`config.mk`:
```
export PLATFORM = sky130hd
export DESIGN_NAME = tap_ir_dr_path
export DESIGN_NICKNAME = d
export VERILOG_FILES = /design/src/rtl/tapp_pkg.sv /design/src/rtl/tap_fsm.sv /design/src/rtl/tap_ir.sv /design/src/rtl/tap_decode.sv /design/src/rtl/tap_dr.sv /design/src/rtl/tap_ir_dr_path.sv
export SDC_FILE = /design/constraint.sdc
export NUM_CORES = 1
export LEC_CHECK = 0
export ABC_AREA = 1
export BUFFER_PORTS_ARGS = -buffer_cell sky130_fd_sc_hd__buf_2
export CAP_MARGIN = 20
export CORE_MARGIN = 2
export CORE_UTILIZATION = 50
export CTS_BUF_LIST = sky130_fd_sc_hd__clkbuf_2
export DETAILED_ROUTE_END_ITERATION = 10
export PLACE_DENSITY = 0.86
export SYNTH_ARGS = -nofsm -noshare
export SYNTH_HDL_FRONTEND = slang
export SYNTH_SLANG_ARGS = --single-unit
```
`constraint.sdc`:
```
create_clock -name tck -period 1.35 [get_ports tck]
set_clock_uncertainty 0.05 [all_clocks]
set_input_delay 0.27 -clock tck [delete_from_list [all_inputs] [get_ports tck]]
set_output_delay 0.27 -clock tck [all_outputs]
set_load 0.02 [all_outputs]
```
`src/rtl/tapp_pkg.sv`:
```
package tapp_pkg;
    localparam int IR_W = 4;
    localparam int ID_W = 32;

    typedef enum logic [3:0] {
        ST_RESET   = 4'd0,
        ST_IDLE    = 4'd1,
        ST_SEL_DR  = 4'd2,
        ST_CAP_DR  = 4'd3,
        ST_SH_DR   = 4'd4,
        ST_EX1_DR  = 4'd5,
        ST_PAU_DR  = 4'd6,
        ST_EX2_DR  = 4'd7,
        ST_UPD_DR  = 4'd8,
        ST_SEL_IR  = 4'd9,
        ST_CAP_IR  = 4'd10,
        ST_SH_IR   = 4'd11,
        ST_EX1_IR  = 4'd12,
        ST_PAU_IR  = 4'd13,
        ST_EX2_IR  = 4'd14,
        ST_UPD_IR  = 4'd15
    } tap_state_e;

    localparam logic [IR_W-1:0] OP_EXTEST = 4'b0000;
    localparam logic [IR_W-1:0] OP_SAMPLE = 4'b0001;
    localparam logic [IR_W-1:0] OP_IDENT  = 4'b0010;
    localparam logic [IR_W-1:0] OP_USER   = 4'b0011;
    localparam logic [IR_W-1:0] OP_INTEST = 4'b0100;
    localparam logic [IR_W-1:0] OP_CLAMP  = 4'b0101;
    localparam logic [IR_W-1:0] OP_HIGHZ  = 4'b0110;
    localparam logic [IR_W-1:0] OP_BYPASS = 4'b1111;

    localparam logic [IR_W-1:0] IR_CAPTURE = {{(IR_W-2){1'b0}}, 2'b01};

    typedef struct packed {
        logic use_byp;
        logic use_id;
        logic use_user;
        logic use_bsr;
        logic drive;
        logic hiz;
        logic core;
    } tap_dec_t;
endpackage

```
`src/rtl/tap_fsm.sv`:
```
module tap_fsm
    import tapp_pkg::*;
(
    input  logic       tck,
    input  logic       trst_n,
    input  logic       tms,
    output tap_state_e state_q
);
    typedef struct packed {
        tap_state_e state;
    } fsm_t;

    fsm_t r_d;
    tap_state_e st_q;

    always_comb begin
        r_d.state = st_q;
        unique case (st_q)
            ST_RESET:  r_d.state = tms ? ST_RESET  : ST_IDLE;
            ST_IDLE:   r_d.state = tms ? ST_SEL_DR : ST_IDLE;
            ST_SEL_DR: r_d.state = tms ? ST_SEL_IR : ST_CAP_DR;
            ST_CAP_DR: r_d.state = tms ? ST_EX1_DR : ST_SH_DR;
            ST_SH_DR:  r_d.state = tms ? ST_EX1_DR : ST_SH_DR;
            ST_EX1_DR: r_d.state = tms ? ST_UPD_DR : ST_PAU_DR;
            ST_PAU_DR: r_d.state = tms ? ST_EX2_DR : ST_PAU_DR;
            ST_EX2_DR: r_d.state = tms ? ST_UPD_DR : ST_SH_DR;
            ST_UPD_DR: r_d.state = tms ? ST_SEL_DR : ST_IDLE;
            ST_SEL_IR: r_d.state = tms ? ST_RESET  : ST_CAP_IR;
            ST_CAP_IR: r_d.state = tms ? ST_EX1_IR : ST_SH_IR;
            ST_SH_IR:  r_d.state = tms ? ST_EX1_IR : ST_SH_IR;
            ST_EX1_IR: r_d.state = tms ? ST_UPD_IR : ST_PAU_IR;
            ST_PAU_IR: r_d.state = tms ? ST_EX2_IR : ST_PAU_IR;
            ST_EX2_IR: r_d.state = tms ? ST_UPD_IR : ST_SH_IR;
            ST_UPD_IR: r_d.state = tms ? ST_SEL_DR : ST_IDLE;
            default:   r_d.state = ST_RESET;
        endcase
    end

    always_ff @(posedge tck or negedge trst_n) begin
        if (!trst_n) st_q <= ST_RESET;
        else         st_q <= r_d.state;
    end

    assign state_q = st_q;

    AST_FIVE_HIGH_RESETS: assert property (@(posedge tck) disable iff (!trst_n)
        ($past(tms, 1) && $past(tms, 2) && $past(tms, 3) && $past(tms, 4) && $past(tms, 5))
        |-> (st_q == ST_RESET)) else $error("five tms highs");
endmodule

```
`src/rtl/tap_ir.sv`:
```
module tap_ir
    import tapp_pkg::*;
#(
    parameter bit HAS_ID = 1'b1
) (
    input  logic            tck,
    input  logic            trst_n,
    input  tap_state_e      state_q,
    input  logic            tdi,
    output logic [IR_W-1:0] ir_q,
    output logic            ir_so
);
    localparam logic [IR_W-1:0] RESET_OP = HAS_ID ? OP_IDENT : OP_BYPASS;

    typedef struct packed {
        logic [IR_W-1:0] sh;
        logic [IR_W-1:0] op;
    } ir_t;

    ir_t r_d, r_q;

    always_comb begin
        r_d = r_q;
        unique case (state_q)
            ST_RESET:  r_d.op = RESET_OP;
            ST_CAP_IR: r_d.sh = IR_CAPTURE;
            ST_SH_IR:  r_d.sh = {tdi, r_q.sh[IR_W-1:1]};
            ST_UPD_IR: r_d.op = r_q.sh;
            default:   ;
        endcase
    end

    always_ff @(posedge tck or negedge trst_n) begin
        if (!trst_n) begin
            r_q.sh <= IR_CAPTURE;
            r_q.op <= RESET_OP;
        end else begin
            r_q <= r_d;
        end
    end

    assign ir_q  = r_q.op;
    assign ir_so = r_q.sh[0];

    AST_IR_CAPTURE_PATTERN: assert property (@(posedge tck) disable iff (!trst_n)
        (state_q == ST_CAP_IR) |=> (r_q.sh == IR_CAPTURE)) else $error("ir capture");
    AST_IR_HOLDS: assert property (@(posedge tck) disable iff (!trst_n)
        (state_q != ST_UPD_IR && state_q != ST_RESET) |=> $stable(r_q.op)) else $error("ir hold");
endmodule

```
`src/rtl/tap_decode.sv`:
```
module tap_decode
    import tapp_pkg::*;
#(
    parameter bit HAS_ID = 1'b1
) (
    input  logic [IR_W-1:0] ir_q,
    output tap_dec_t        dec
);
    always_comb begin
        dec = '0;
        unique case (ir_q)
            OP_EXTEST: begin dec.use_bsr = 1'b1; dec.drive = 1'b1; end
            OP_SAMPLE: dec.use_bsr = 1'b1;
            OP_INTEST: begin dec.use_bsr = 1'b1; dec.drive = 1'b1; dec.core = 1'b1; end
            OP_CLAMP:  begin dec.use_byp = 1'b1; dec.drive = 1'b1; end
            OP_HIGHZ:  begin dec.use_byp = 1'b1; dec.hiz = 1'b1; end
            OP_IDENT:  begin dec.use_id = HAS_ID; dec.use_byp = !HAS_ID; end
            OP_USER:   begin dec.use_user = HAS_ID; dec.use_byp = !HAS_ID; end
            default:   dec.use_byp = 1'b1;
        endcase
    end
endmodule

```
`src/rtl/tap_dr.sv`:
```
module tap_dr
    import tapp_pkg::*;
#(
    parameter logic [ID_W-1:0] ID_WORD = 32'h0000_0001
) (
    input  logic            tck,
    input  logic            trst_n,
    input  tap_state_e      state_q,
    input  tap_dec_t        dec,
    input  logic            tdi,
    input  logic [ID_W-1:0] user_code,
    output logic            byp_so,
    output logic            id_so
);
    typedef struct packed {
        logic            byp;
        logic [ID_W-1:0] id;
    } dr_t;

    dr_t r_d, r_q;

    always_comb begin
        r_d = r_q;
        if (state_q == ST_CAP_DR) begin
            r_d.byp = 1'b0;
            if (dec.use_id)   r_d.id = ID_WORD;
            if (dec.use_user) r_d.id = user_code;
        end else if (state_q == ST_SH_DR) begin
            r_d.byp = tdi;
            if (dec.use_id || dec.use_user) r_d.id = {tdi, r_q.id[ID_W-1:1]};
        end
    end

    always_ff @(posedge tck or negedge trst_n) begin
        if (!trst_n) begin
            r_q.byp <= 1'b0;
            r_q.id  <= ID_WORD;
        end else begin
            r_q <= r_d;
        end
    end

    assign byp_so = r_q.byp;
    assign id_so  = r_q.id[0];

    AST_BYPASS_CAPTURES_ZERO: assert property (@(posedge tck) disable iff (!trst_n)
        (state_q == ST_CAP_DR) |=> (r_q.byp == 1'b0)) else $error("bypass capture");
    AST_ID_LSB_ONE: assert property (@(posedge tck) disable iff (!trst_n)
        (state_q == ST_CAP_DR && dec.use_id) |=> (r_q.id[0] == 1'b1)) else $error("id lsb");
endmodule

```
`src/rtl/tap_ir_dr_path.sv`:
```
module tap_ir_dr_path
    import tapp_pkg::*;
#(
    parameter bit          HAS_ID  = 1'b1,
    parameter logic [3:0]  ID_VER  = 4'h1,
    parameter logic [15:0] ID_PART = 16'h0001,
    parameter logic [10:0] ID_MFR  = 11'h001
) (
    input  logic        tck,
    input  logic        trst_n,
    input  logic        tms,
    input  logic        tdi,
    input  logic [31:0] user_code,
    input  logic        bsr_so,
    output logic        tdo,
    output logic        tdo_en,
    output logic        bsr_sel,
    output logic        bsr_capture,
    output logic        bsr_shift,
    output logic        bsr_update,
    output logic        pins_from_bsr,
    output logic        pins_hiz,
    output logic        core_test
);
    localparam logic [ID_W-1:0] ID_WORD = {ID_VER, ID_PART, ID_MFR, 1'b1};

    tap_state_e      state_q;
    logic [IR_W-1:0] ir_q;
    logic            ir_so, byp_so, id_so, dr_so;
    tap_dec_t        dec;

    tap_fsm i_fsm (.tck(tck), .trst_n(trst_n), .tms(tms), .state_q(state_q));

    tap_ir #(.HAS_ID(HAS_ID)) i_ir (
        .tck(tck), .trst_n(trst_n), .state_q(state_q), .tdi(tdi),
        .ir_q(ir_q), .ir_so(ir_so));

    tap_decode #(.HAS_ID(HAS_ID)) i_dec (.ir_q(ir_q), .dec(dec));

    tap_dr #(.ID_WORD(ID_WORD)) i_dr (
        .tck(tck), .trst_n(trst_n), .state_q(state_q), .dec(dec), .tdi(tdi),
        .user_code(user_code), .byp_so(byp_so), .id_so(id_so));

    always_comb begin
        if (dec.use_bsr)                    dr_so = bsr_so;
        else if (dec.use_id || dec.use_user) dr_so = id_so;
        else                                dr_so = byp_so;
    end

    typedef struct packed {
        logic dat;
        logic en;
    } out_t;

    out_t o_d, o_q;

    always_comb begin
        o_d.en  = (state_q == ST_SH_IR) || (state_q == ST_SH_DR);
        o_d.dat = (state_q == ST_SH_IR) ? ir_so : dr_so;
    end

    always_ff @(negedge tck or negedge trst_n) begin
        if (!trst_n) o_q <= '0;
        else         o_q <= o_d;
    end

    assign tdo           = o_q.dat;
    assign tdo_en        = o_q.en;
    assign bsr_sel       = dec.use_bsr;
    assign bsr_capture   = dec.use_bsr && (state_q == ST_CAP_DR);
    assign bsr_shift     = dec.use_bsr && (state_q == ST_SH_DR);
    assign bsr_update    = dec.use_bsr && (state_q == ST_UPD_DR);
    assign pins_from_bsr = dec.drive;
    assign pins_hiz      = dec.hiz;
    assign core_test     = dec.core;

    AST_TDO_EN_ONLY_SHIFT: assert property (@(posedge tck) disable iff (!trst_n)
        tdo_en |-> (state_q == ST_SH_IR || state_q == ST_SH_DR)) else $error("tdo_en");
    AST_PIN_MODES_EXCLUSIVE: assert property (@(posedge tck) disable iff (!trst_n)
        $onehot0({pins_from_bsr, pins_hiz})) else $error("pin modes");
    AST_CORE_NEEDS_DRIVE: assert property (@(posedge tck) disable iff (!trst_n)
        core_test |-> (pins_from_bsr && bsr_sel)) else $error("core test");
endmodule

```
==> flow_metrics.env <==
export IMPL_status="complete, but fails checks"
export IMPL_violations="setup timing"
export IMPL_dp_hpwl_um=4490
export IMPL_grt_pass1_wl_um=14300
export IMPL_nets=508
export IMPL_yosysMostFrequentCell="nand2_1"
export IMPL_min_from="user_code[3]"
export IMPL_numCtsBuffers=5
export IMPL_crit_arrival_ns=1.50
export IMPL_clk_pin_slew_ns=0.30
export IMPL_setup_viol=52
export IMPL_vias=3138
export IMPL_numPortBuffers=45
export IMPL_worstSetupStartpointType="flip-flop"
export IMPL_r2r_start="i_ir.ir_q[1]"
export IMPL_grt_pass1_vias=2870
export IMPL_power_density_nw_per_um2=1850
export IMPL_design_area_um2=4130
export IMPL_insertion_delay_ns=0.42
export IMPL_crit_family="flip-flops"
export IMPL_yosys_area_top_type="dfrtp_1"
export IMPL_gp_congestion=0.904
export IMPL_fp_dieW_um=76.0
export IMPL_switching_share=0.436
export IMPL_hold_end="i_dr.r_q[3]"
export IMPL_ir_drop_mv=0.980
export IMPL_clockBufferDepth=2
export IMPL_layoutNonFillerInstCount=542
export IMPL_drtIter0Drc=369
export IMPL_yosysWarnings=0
export IMPL_crit_required_ns=0.85
export IMPL_cts_tree="yes"
export IMPL_internal_power_mw=4.31
export IMPL_critical_path_max_stage_delay_ns=0.69
export IMPL_rows=26
export IMPL_ys_seq_area_frac=0.456
export IMPL_core_area_um2=5040
export IMPL_start_util=0.514
export IMPL_synth_area_top_cells="dfrtp_1 (38%), nand2_1 (29%), dfstp_2 (6.1%)"
export IMPL_mappedNetlistNets=394
export IMPL_utilization=0.820
export IMPL_synthToLayoutAreaGrowth_pct=59.4
export IMPL_io_pins=46
export IMPL_worst_pin_slew_ns=0.331
export IMPL_drt_total_wl_um=10500
export IMPL_setup_slack_ns=-0.653
export IMPL_r2r_end="tdo"
export IMPL_hold_class="input pin to flip-flop"
export IMPL_yosys_top_cells_count="nand2_1 (198), dfrtp_1 (39), nand2_2 (21)"
export IMPL_path_class="flip-flop to flip-flop"
export IMPL_cp_slowest_cell="dfstp_2"
export IMPL_grt_usage=0.312
export IMPL_p_seq_frac=0.296
export IMPL_max_slew_margin=0.779
export IMPL_synth_edf_count=0
export IMPL_cp_max_fo=5
export IMPL_diodes=0
export IMPL_syn_avg_cell_area_um2=7.27
export IMPL_placed_cells=493
export IMPL_final_hold_violation_count=0
export IMPL_ys_ff_latch=47
export IMPL_drc=0
export IMPL_grt_max_degree=22
export IMPL_grt_ovfl_total=0
export IMPL_worstHoldPathCells=5
export IMPL_critical_path_most_common_cell="nand2_1"
export IMPL_dr_pass1_iters=5
export IMPL_power_total_mw=7.64
export IMPL_pre_cts_slack_ns=-0.467
export IMPL_crit_path_start="i_ir.ir_q[1]"
export IMPL_max_cap_viol_count=0
export IMPL_async_reset_ff_frac=1.00
export IMPL_cts_max_level=2
export IMPL_reg2regPathDepth=5
export IMPL_synth_top_area_frac=0.376
export IMPL_pwr_share_comb=0.574
export IMPL_via_per_inst=5.79
export IMPL_die_y_um=76.0
export IMPL_netlist_instances=357
export IMPL_yosysUniqueCellTypes=27
export IMPL_dieArea_um2=5780
export IMPL_path_buf_inv=0
export IMPL_p_sw_mw=3.33
export IMPL_syn_cell_area_um2=2590
export IMPL_post_dp_cell_area_um2=3130
export IMPL_maxSlewViolCount=0
export IMPL_root_buffer="clkbuf_2"
export IMPL_layout_drive_gt1_share=0.500
export IMPL_antenna_left=0
export IMPL_power_leakage_nw=2.29
export IMPL_cp_cell_sequence="nand3_2, nand2_1, nand3_1, nand2_1, o21ai_1"
export IMPL_endpoint_kind="flip-flop"
export IMPL_fin_tns_setup_ns=-23.38
export IMPL_antenna_found_initial=0
export IMPL_whs_ns=0.0268
export IMPL_synth_ff_type="dfrtp_1"
export IMPL_r2r_setup_slack_ns=-0.65
export IMPL_clkSinkCount=47
export IMPL_clkPwrFrac=0.130
export IMPL_rsz0062_at_grt="true"
export IMPL_wl_per_cell_um=19.3
area by class of cell:
type / count / area (µm²)
multi-input combinational: 278 / 1530
sequential: 47 / 1190
tap: 70 / 87.6
fill: 260 / 908
inverter: 20 / 95.1
timing repair buffer: 118 / 1130
clock buffer: 5 / 25.0
timing repair inverter: 1 / 6.26
clock inverter: 3 / 67.6
state kept, by name, indices dropped and copies added, names as in the netlist:
| register | count |
|---|---|
| i_dr.r_q | 31 |
| i_dr.id_so | 1 |
| i_ir.ir_q | 4 |
| i_ir.ir_so | 1 |
| i_fsm.state_q | 4 |
| tdo | 1 |
| i_dr.byp_so | 1 |
| i_ir.r_q | 3 |
| tdo_en | 1 |
power by group through the flow:
stage / Combinational (mW) / Clock, mW / Sequential (mW)
after global routing: 4.65 / 1.04 / 2.29
after CTS: 3.77 / 0.978 / 2.18
after floorplan: 1.73 / 0 / 2.19
final: 4.39 / 0.990 / 2.26
after detailed placement: 2.50 / 0 / 2.18
after global placement: 2.41 / 0 / 2.15
layout by cell type (no fill, tap or decap), types with 9 or more instances in the layout:
cell,netlist,routed
buf_2,4,37
buf_4,2,28
buf_6,4,38
dfrtp_1,39,37
inv_1,17,11
nand2_1,198,153
nand2_2,21,51
nand2_4,1,16
nor2_4,2,11
o21ai_1,0,9
kinds of logic after synthesis:
family / share of synthesized area
simple gates: 0.405
flops: 0.456
buf+inv: 0.0757
compound gates: 0.0632
worst reg2reg max path: cells and delay by family, from the launching register on:
kind | cells | cell delay [ns]
compound gates | 1 | 0.07
flops | 1 | 0.69
simple gates | 4 | 0.33
routing by layer:
| metal | track usage | wire length [µm] | vias to the layer above |
|---|---|---|---|
| li1 | - | - | 1334 |
| met5 | 0 | 0 | - |
| met4 | 0.147 | 757 | 0 |
| met1 | 0.390 | 3610 | 1461 |
| met3 | 0.0498 | 935 | 79 |
| met2 | 0.531 | 5150 | 264 |
repair_timing:
item,in CTS,in global routing
hold buffers,1,0
pin swaps,47,21
gates cloned,10,0
hold endpoints to repair,36,0
setup buffers,22,13
endpoints found under the setup margin,47,56
gates resized for setup,117,46
worst max path at each step:
| stage | end | slack [ns] | cells past startpoint |
|---|---|---|---|
| after floorplan | tdo | -0.44 | 7 |
| after global placement | tdo | -0.41 | 5 |
| after detailed placement | tdo | -0.47 | 5 |
| after CTS | tdo_en | -0.59 | 1 |
| after global routing | tdo | -0.75 | 6 |
| final | tdo | -0.65 | 5 |
Note: power is estimated with default switching activity, not from simulation.
